==> src/rtl/mgmt_bank_pkg.sv <==
package mgmt_bank_pkg;

  localparam logic [4:0]  LONG_DEV_ID = 5'h1E;
  localparam logic [15:0] MAP_BASE    = 16'h0010;
  localparam int unsigned FIXED_SLOTS = 5;

  typedef enum logic [2:0] {
    SLOT_CTRL,
    SLOT_CMD,
    SLOT_STAT,
    SLOT_LHI,
    SLOT_LLO,
    SLOT_CNT
  } slot_kind_e;

  typedef struct packed {
    logic       hit;
    slot_kind_e kind;
    logic [3:0] cnt_idx;
  } slot_t;

  // Offset from the map base to the register kind it selects.
  function automatic slot_t map_offset(input logic [4:0] off, input int unsigned n_cnt);
    slot_t s;
    s.hit     = 1'b1;
    s.kind    = SLOT_CTRL;
    s.cnt_idx = '0;
    case (off)
      5'd0: s.kind = SLOT_CTRL;
      5'd1: s.kind = SLOT_CMD;
      5'd2: s.kind = SLOT_STAT;
      5'd3: s.kind = SLOT_LHI;
      5'd4: s.kind = SLOT_LLO;
      default: begin
        if (int'(off) < int'(FIXED_SLOTS + n_cnt)) begin
          s.kind    = SLOT_CNT;
          s.cnt_idx = 4'(off - 5'(FIXED_SLOTS));
        end else begin
          s.hit = 1'b0;
        end
      end
    endcase
    return s;
  endfunction

  // Saturating step of an event counter with clear on read.
  function automatic logic [15:0] sat_step(input logic [15:0] cur, input logic [15:0] max,
                                           input logic evt, input logic clr);
    if (clr)
      return evt ? 16'd1 : 16'd0;
    else if (evt && cur != max)
      return cur + 16'd1;
    else
      return cur;
  endfunction

endpackage

==> src/rtl/mgmt_addr_map.sv <==
module mgmt_addr_map
  import mgmt_bank_pkg::*;
#(
  parameter int unsigned N_CNT = 2
) (
  input  logic        long_mode,
  input  logic [4:0]  dev_addr,
  input  logic [15:0] reg_addr,
  output slot_t       slot
);

  logic [4:0] offset;
  logic       long_ok;

  assign offset  = reg_addr[4:0] - MAP_BASE[4:0];
  assign long_ok = (dev_addr == LONG_DEV_ID) && (reg_addr[15:5] == MAP_BASE[15:5]);

  always_comb begin
    slot = map_offset(offset, N_CNT);
    if (long_mode && !long_ok)
      slot.hit = 1'b0;
  end

endmodule

==> src/rtl/mgmt_sticky.sv <==
module mgmt_sticky #(
  parameter int unsigned W          = 8,
  parameter bit          ACTIVE_LOW = 1'b0
) (
  input  logic         clk,
  input  logic         rst_n,
  input  logic [W-1:0] cond,
  input  logic         rd_clr,
  output logic [W-1:0] view
);

  // flag is always stored active-high: 1 means an event has been seen.
  logic [W-1:0] flag;
  logic [W-1:0] seen_now;

  assign seen_now = flag | cond;

  always_ff @(posedge clk or negedge rst_n) begin
    if (!rst_n)
      flag <= '0;
    else
      flag <= cond | (flag & {W{~rd_clr}});
  end

  generate
    if (ACTIVE_LOW) begin : g_low
      assign view = ~seen_now;
    end else begin : g_high
      assign view = seen_now;
    end
  endgenerate

  AST_SET_BEATS_CLEAR: assert property (@(posedge clk) disable iff (!rst_n)
    ((flag & $past(cond)) == $past(cond)));
  AST_READ_EMPTIES: assert property (@(posedge clk) disable iff (!rst_n)
    (rd_clr && cond == '0) |=> (flag == '0));

endmodule

==> src/rtl/mgmt_satcnt.sv <==
module mgmt_satcnt
  import mgmt_bank_pkg::*;
#(
  parameter int unsigned W = 8
) (
  input  logic         clk,
  input  logic         rst_n,
  input  logic         evt,
  input  logic         rd_clr,
  output logic [W-1:0] count
);

  localparam logic [W-1:0] CNT_MAX = {W{1'b1}};

  logic [15:0] next_wide;

  assign next_wide = sat_step(16'(count), 16'(CNT_MAX), evt, rd_clr);

  always_ff @(posedge clk or negedge rst_n) begin
    if (!rst_n)
      count <= '0;
    else
      count <= next_wide[W-1:0];
  end

  AST_NO_OVERFLOW: assert property (@(posedge clk) disable iff (!rst_n)
    (count == CNT_MAX && !rd_clr) |=> (count == CNT_MAX));
  AST_CLEAR_RESTART: assert property (@(posedge clk) disable iff (!rst_n)
    rd_clr |=> (count == W'($past(evt))));

endmodule

==> src/rtl/mgmt_reg_bank.sv <==
module mgmt_reg_bank
  import mgmt_bank_pkg::*;
#(
  parameter int unsigned N_LHI    = 8,
  parameter int unsigned N_LLO    = 8,
  parameter int unsigned N_CNT    = 2,
  parameter int unsigned CNT_W    = 8,
  parameter logic [15:0] CTRL_RST = 16'h0005
) (
  input  logic             clk,
  input  logic             rst_n,
  input  logic             long_mode,
  input  logic [4:0]       dev_addr,
  input  logic [15:0]      reg_addr,
  input  logic             wr_en,
  input  logic [15:0]      wr_data,
  input  logic             rd_en,
  output logic [15:0]      rd_data,
  output logic [15:0]      ctrl_out,
  output logic [15:0]      cmd_pulse,
  input  logic [15:0]      status_in,
  input  logic [N_LHI-1:0] lhi_cond,
  input  logic [N_LLO-1:0] llo_cond,
  input  logic [N_CNT-1:0] cnt_evt
);

  slot_t slot;

  logic             wr_ctrl, wr_cmd;
  logic             rd_lhi, rd_llo, rd_miss;
  logic [N_CNT-1:0] rd_cnt;
  logic [N_LHI-1:0] lhi_view;
  logic [N_LLO-1:0] llo_view;
  logic [CNT_W-1:0] cnt_val [N_CNT];
  logic [15:0]      cnt_rd_word [N_CNT];
  logic [15:0]      rd_view;

  mgmt_addr_map #(.N_CNT(N_CNT)) u_map (
    .long_mode (long_mode),
    .dev_addr  (dev_addr),
    .reg_addr  (reg_addr),
    .slot      (slot)
  );

  assign wr_ctrl = wr_en && slot.hit && slot.kind == SLOT_CTRL;
  assign wr_cmd  = wr_en && slot.hit && slot.kind == SLOT_CMD;
  assign rd_lhi  = rd_en && slot.hit && slot.kind == SLOT_LHI;
  assign rd_llo  = rd_en && slot.hit && slot.kind == SLOT_LLO;
  assign rd_miss = rd_en && !slot.hit;

  always_ff @(posedge clk or negedge rst_n) begin
    if (!rst_n) begin
      ctrl_out  <= CTRL_RST;
      cmd_pulse <= '0;
    end else begin
      if (wr_ctrl)
        ctrl_out <= wr_data;
      cmd_pulse <= wr_cmd ? wr_data : 16'h0000;
    end
  end

  mgmt_sticky #(.W(N_LHI), .ACTIVE_LOW(1'b0)) u_lhi (
    .clk    (clk),
    .rst_n  (rst_n),
    .cond   (lhi_cond),
    .rd_clr (rd_lhi),
    .view   (lhi_view)
  );

  mgmt_sticky #(.W(N_LLO), .ACTIVE_LOW(1'b1)) u_llo (
    .clk    (clk),
    .rst_n  (rst_n),
    .cond   (llo_cond),
    .rd_clr (rd_llo),
    .view   (llo_view)
  );

  generate
    for (genvar gi = 0; gi < N_CNT; gi++) begin : g_cnt
      assign rd_cnt[gi] = rd_en && slot.hit && slot.kind == SLOT_CNT
                          && slot.cnt_idx == 4'(gi);
      mgmt_satcnt #(.W(CNT_W)) u_cnt (
        .clk    (clk),
        .rst_n  (rst_n),
        .evt    (cnt_evt[gi]),
        .rd_clr (rd_cnt[gi]),
        .count  (cnt_val[gi])
      );
      assign cnt_rd_word[gi] = slot.cnt_idx == 4'(gi) ? 16'(cnt_val[gi]) : 16'h0000;
    end
  endgenerate

  always_comb begin
    rd_view = 16'h0000;
    if (slot.hit) begin
      case (slot.kind)
        SLOT_CTRL: rd_view = ctrl_out;
        SLOT_STAT: rd_view = status_in;
        SLOT_LHI:  rd_view = 16'(lhi_view);
        SLOT_LLO:  rd_view = 16'(llo_view);
        SLOT_CNT:  for (int i = 0; i < N_CNT; i++) rd_view = rd_view | cnt_rd_word[i];
        default:   rd_view = 16'h0000;
      endcase
    end
  end

  always_ff @(posedge clk or negedge rst_n) begin
    if (!rst_n)
      rd_data <= '0;
    else if (rd_en)
      rd_data <= rd_view;
  end

  AST_CTRL_HOLD: assert property (@(posedge clk) disable iff (!rst_n)
    !wr_ctrl |=> $stable(ctrl_out));
  AST_PULSE_FROM_WRITE: assert property (@(posedge clk) disable iff (!rst_n)
    (cmd_pulse != 16'h0000) |-> $past(wr_cmd));
  AST_MISS_READS_ZERO: assert property (@(posedge clk) disable iff (!rst_n)
    rd_miss |=> (rd_data == 16'h0000));
  AST_RDATA_HELD: assert property (@(posedge clk) disable iff (!rst_n)
    !rd_en |=> $stable(rd_data));

endmodule

==> config.mk <==
export PLATFORM = sky130hd
export DESIGN_NAME = mgmt_reg_bank
export DESIGN_NICKNAME = d
export VERILOG_FILES = /design/src/rtl/mgmt_bank_pkg.sv /design/src/rtl/mgmt_addr_map.sv /design/src/rtl/mgmt_sticky.sv /design/src/rtl/mgmt_satcnt.sv /design/src/rtl/mgmt_reg_bank.sv
export SDC_FILE = /design/constraint.sdc
export NUM_CORES = 1
export LEC_CHECK = 0
export CORE_UTILIZATION = 46
export CTS_BUF_LIST = sky130_fd_sc_hd__clkbuf_4 sky130_fd_sc_hd__clkbuf_8 sky130_fd_sc_hd__clkbuf_16
export DETAILED_ROUTE_END_ITERATION = 7
export PLACE_DENSITY = 0.79
export SYNTH_ARGS = -nofsm -noshare
export SYNTH_HDL_FRONTEND = slang
export SYNTH_SLANG_ARGS = --single-unit
==> constraint.sdc <==
create_clock -name clk -period 1.85 [get_ports clk]
set_input_delay 0.4625 -clock clk [delete_from_list [all_inputs] [get_ports clk]]
set_output_delay 0.4625 -clock clk [all_outputs]
set_load 0.02 [all_outputs]
==> impl_metrics.env <==
export IMPL_status="finished with violations"
export IMPL_violations="negative setup slack"
export IMPL_dr_first_iter_drc_count=180
export IMPL_post_route_period_util_pct=116.7
export IMPL_antenna_found_initial=0
export IMPL_p_int_uw=3017
export IMPL_hold_viol=0
export IMPL_slew_headroom_pct=72.10
export IMPL_rows=32
export IMPL_track_usage_pct=26.80
export IMPL_placed_area_mm2=0.005473
export IMPL_areaGrowthSynthToFinish_pct=57.25
export IMPL_tritoncts="built"
export IMPL_yosysSeqAreaShare_pct=52.28
export IMPL_pwr_share_comb_pct=24.4
export IMPL_cp_required_ps=2110
export IMPL_gp_congestion=0.9130
export IMPL_finalWorstSetupSlack_ps=-309.8
export IMPL_nets=580
export IMPL_rsz0062_at_grt="true"
export IMPL_place_hpwl_um=7877
export IMPL_setup_viol=80
export IMPL_final_core_util_pct=76.43
export IMPL_synth_fa_ha_area_share_pct=2.285
export IMPL_avgViaCountPerCell=5.743
export IMPL_route_detailed_wl_per_inst_um=18.99
export IMPL_seqPwrFrac_pct=49.1
export IMPL_ant_nets=0
export IMPL_grt_max_degree=81
export IMPL_cts_htree_levels=3
export IMPL_ys_seq_elements=80
export IMPL_total_power_uw=4414
export IMPL_syn_area_per_cell_um2=11.80
export IMPL_post_synth_instance_area_mm2=0.003834
export IMPL_ys_types=51
export IMPL_p_sw_uw=1397
export IMPL_clock_sinks=80
export IMPL_power_density_mw_per_mm2=732.1
export IMPL_synth_compound_area_share_pct=18.47
export IMPL_cts_buffer_depth=2
export IMPL_rr_worst_depth=6
export IMPL_clk_pin_slew_ps=90
export IMPL_fin_area_mm2=0.006028
export IMPL_rrSetupSlack_ps=0
export IMPL_max_freq_ghz=0.4630
export IMPL_die_w_um=93.29
export IMPL_syn_nets=408
export IMPL_synthSimpleGateAreaFrac_pct=16.38
export IMPL_cp_arrival_ps=2420
export IMPL_drc=0
export IMPL_hold_path_class="input pin to async pin"
export IMPL_diodes=0
export IMPL_synth_main_ff_cell="dfrtp_1"
export IMPL_root_buffer="clkbuf_8"
export IMPL_cp_start_kind="input pin"
export IMPL_crit_fanout=5
export IMPL_ir_drop_mv=0.3867
export IMPL_drt_first_pass_iters=5
export IMPL_yosys_area_share_xor_xnor_pct=1.371
export IMPL_die_y_um=93.29
export IMPL_ys_warn_count=0
export IMPL_grt_overflow=0
export IMPL_period_needed_ps=2160
export IMPL_async_reset_ff_share_pct=100.0
export IMPL_p_leak_uw=0.002681
export IMPL_grt_pass1_vias=3503
export IMPL_core_area_mm2=0.007888
export IMPL_drive_gt1_share_pct=31.87
export IMPL_place_ws_ps=-910.2
export IMPL_cap_violations=0
export IMPL_vias=3469
export IMPL_grt_pass1_wl_um=17660
export IMPL_synthMuxAreaShare_pct=6.886
export IMPL_io_buffer_count=123
export IMPL_start_util_pct=48.60
export IMPL_skew_ps=9.140
export IMPL_sw_frac_of_total_pct=31.65
export IMPL_drt_wl_total_um=11470
export IMPL_cts_made_buffers=9
export IMPL_boundaryPins=124
export IMPL_p_clk_share_pct=26.5
export IMPL_drv_slew=0
export IMPL_synth_top_family_by_area="compound AO/OA/AOI/OAI gates"
export IMPL_postSynthCellCount=325
export IMPL_worstSetupEndpointType="flop"
export IMPL_critical_path_class="input pin to flop"
export IMPL_die_area_mm2=0.008703
export IMPL_worst_pin_slew_ps=416.6
export IMPL_synth_edf_count=0
export IMPL_clk_latency_ps=350
## metrics by stage
step,hold slack (ps),TNS [ps],std cells
after detailed placement,458.0,-62440,574
after floorplan,166.9,-22130,325
after global placement,449.9,-61420,574
after CTS,130.1,-10810,600
after global routing,142.4,-17110,604
final,112.2,-13740,604
## power by group through the flow
stage	clock network [µW]	registers, µW	logic, µW
2_1_floorplan	0	2160	504
3_3_place_gp	0	2170	951
3_5_place_dp	0	2190	995
4_1_cts	1180	2160	1050
5_1_grt	1270	2190	1170
6_report	1170	2170	1080
## placed cells by master, fill, tap and decap left out, types with 9 or more instances in the layout
cell type,count
dfrtp_1,78
clkdlybuf4s50_1,78
buf_4,33
dlygate4sd2_1,19
mux2_4,18
a21o_1,16
nor2_1,15
nand2_1,14
a22oi_1,13
buf_6,13
and2_4,12
dlymetal6s2s_1,12
clkbuf_8,9
## sequential cells by signal, indices dropped and copies added, names as in the netlist
| name | cells |
|---|---|
| u_llo.flag | 8 |
| u_lhi.flag | 8 |
| ctrl_out | 16 |
| g_cnt.u_cnt.count | 16 |
| rd_data | 16 |
| cmd_pulse | 16 |
## cell families (layout without fill, tap and decap cells)
kind of cell / count (synthesis) / in the layout
AOI/OAI and AO/OA: 89 / 89
adders and majority gates: 7 / 7
and+or+nand+nor: 107 / 107
xor gates and xnor gates: 6 / 6
muxes: 20 / 20
buffers and inverters: 16 / 193
DFF: 80 / 80
## final timing paths
kind | startpoint | end
hold / removal | rst_n | cmd_pulse[2]$_DFF_PN0_
max in group asynchronous | rst_n | ctrl_out[2]$_DFFE_PN1P_
min in group clk | u_lhi.flag[7]$_DFF_PN0_ | u_lhi.flag[7]$_DFF_PN0_
setup reg to reg | g_cnt[0].u_cnt.count[0]$_DFFE_PN0P_ | g_cnt[0].u_cnt.count[0]$_DFFE_PN0P_
setup / recovery | reg_addr[5] | rd_data[14]$_DFFE_PN0P_
hold reg to reg | u_lhi.flag[7]$_DFF_PN0_ | u_lhi.flag[7]$_DFF_PN0_
## routing by layer
layer,wire length [µm],GRT usage (%)
met1,4783,33.92
met2,5666,44.85
met3,784,5.203
met4,236,11.28
met5,0,0
## cell type report
type                    instances  area (µm²)
multi-input cells             229        2006
clock inverters                 6       45.04
repair buffers                173        1695
well taps                     102       127.6
inverters                       4       18.77
fillers                       524        1859
clock buffers                  10       131.4
flip-flops and latches         80        2004
## Yosys cell counts (2+ instances only)
cell type | n | share of area, %
dfrtp_1 | 78 | 51
and2_1 | 19 | 3.1
nand2_1 | 18 | 1.8
nor2_1 | 18 | 1.8
a21o_1 | 16 | 3.1
a22oi_1 | 14 | 2.7
mux2_4 | 11 | 4.3
nand3_1 | 10 | 1.3
a21oi_1 | 8 | 1.0
a222oi_1 | 8 | 2.1
a2bb2oi_1 | 8 | 1.8
a32oi_1 | 8 | 1.8
o2bb2ai_1 | 8 | 1.8
or2_2 | 8 | 1.3
ha_1 | 7 | 2.3
mux2_2 | 7 | 2.1
clkbuf_1 | 6 | 0.59
and3_1 | 4 | 0.65
buf_2 | 4 | 0.52
nand4_1 | 4 | 0.65
o21ai_0 | 4 | 0.52
o31ai_1 | 4 | 0.78
or3_1 | 4 | 0.65
or4_1 | 4 | 0.78
and4_1 | 3 | 0.69
inv_1 | 3 | 0.29
nor2b_1 | 3 | 0.49
nor3_1 | 3 | 0.39
o211ai_1 | 3 | 0.59
xnor2_1 | 3 | 0.69
xor2_1 | 3 | 0.69
a31oi_1 | 2 | 0.33
dfstp_2 | 2 | 1.4
mux2i_1 | 2 | 0.52
nor4bb_1 | 2 | 0.52
## worst max-delay path, stage by stage
cell and delay, ps:
buf_6 90, or4bb_4 530, o41ai_4 370, buf_4 180, buf_6 100, buf_6 90
o211ai_1 180, buf_4 230, o2bb2ai_1 190
## repair_timing
action,in CTS,in global routing
endpoints found under the hold margin,0,0
setup endpoints to repair,90,91
hold buffers,0,0
pin swaps,21,34
setup buffers,7,2
cloned,3,2
gates resized for setup,104,37
(Power assumes the default switching activity.)
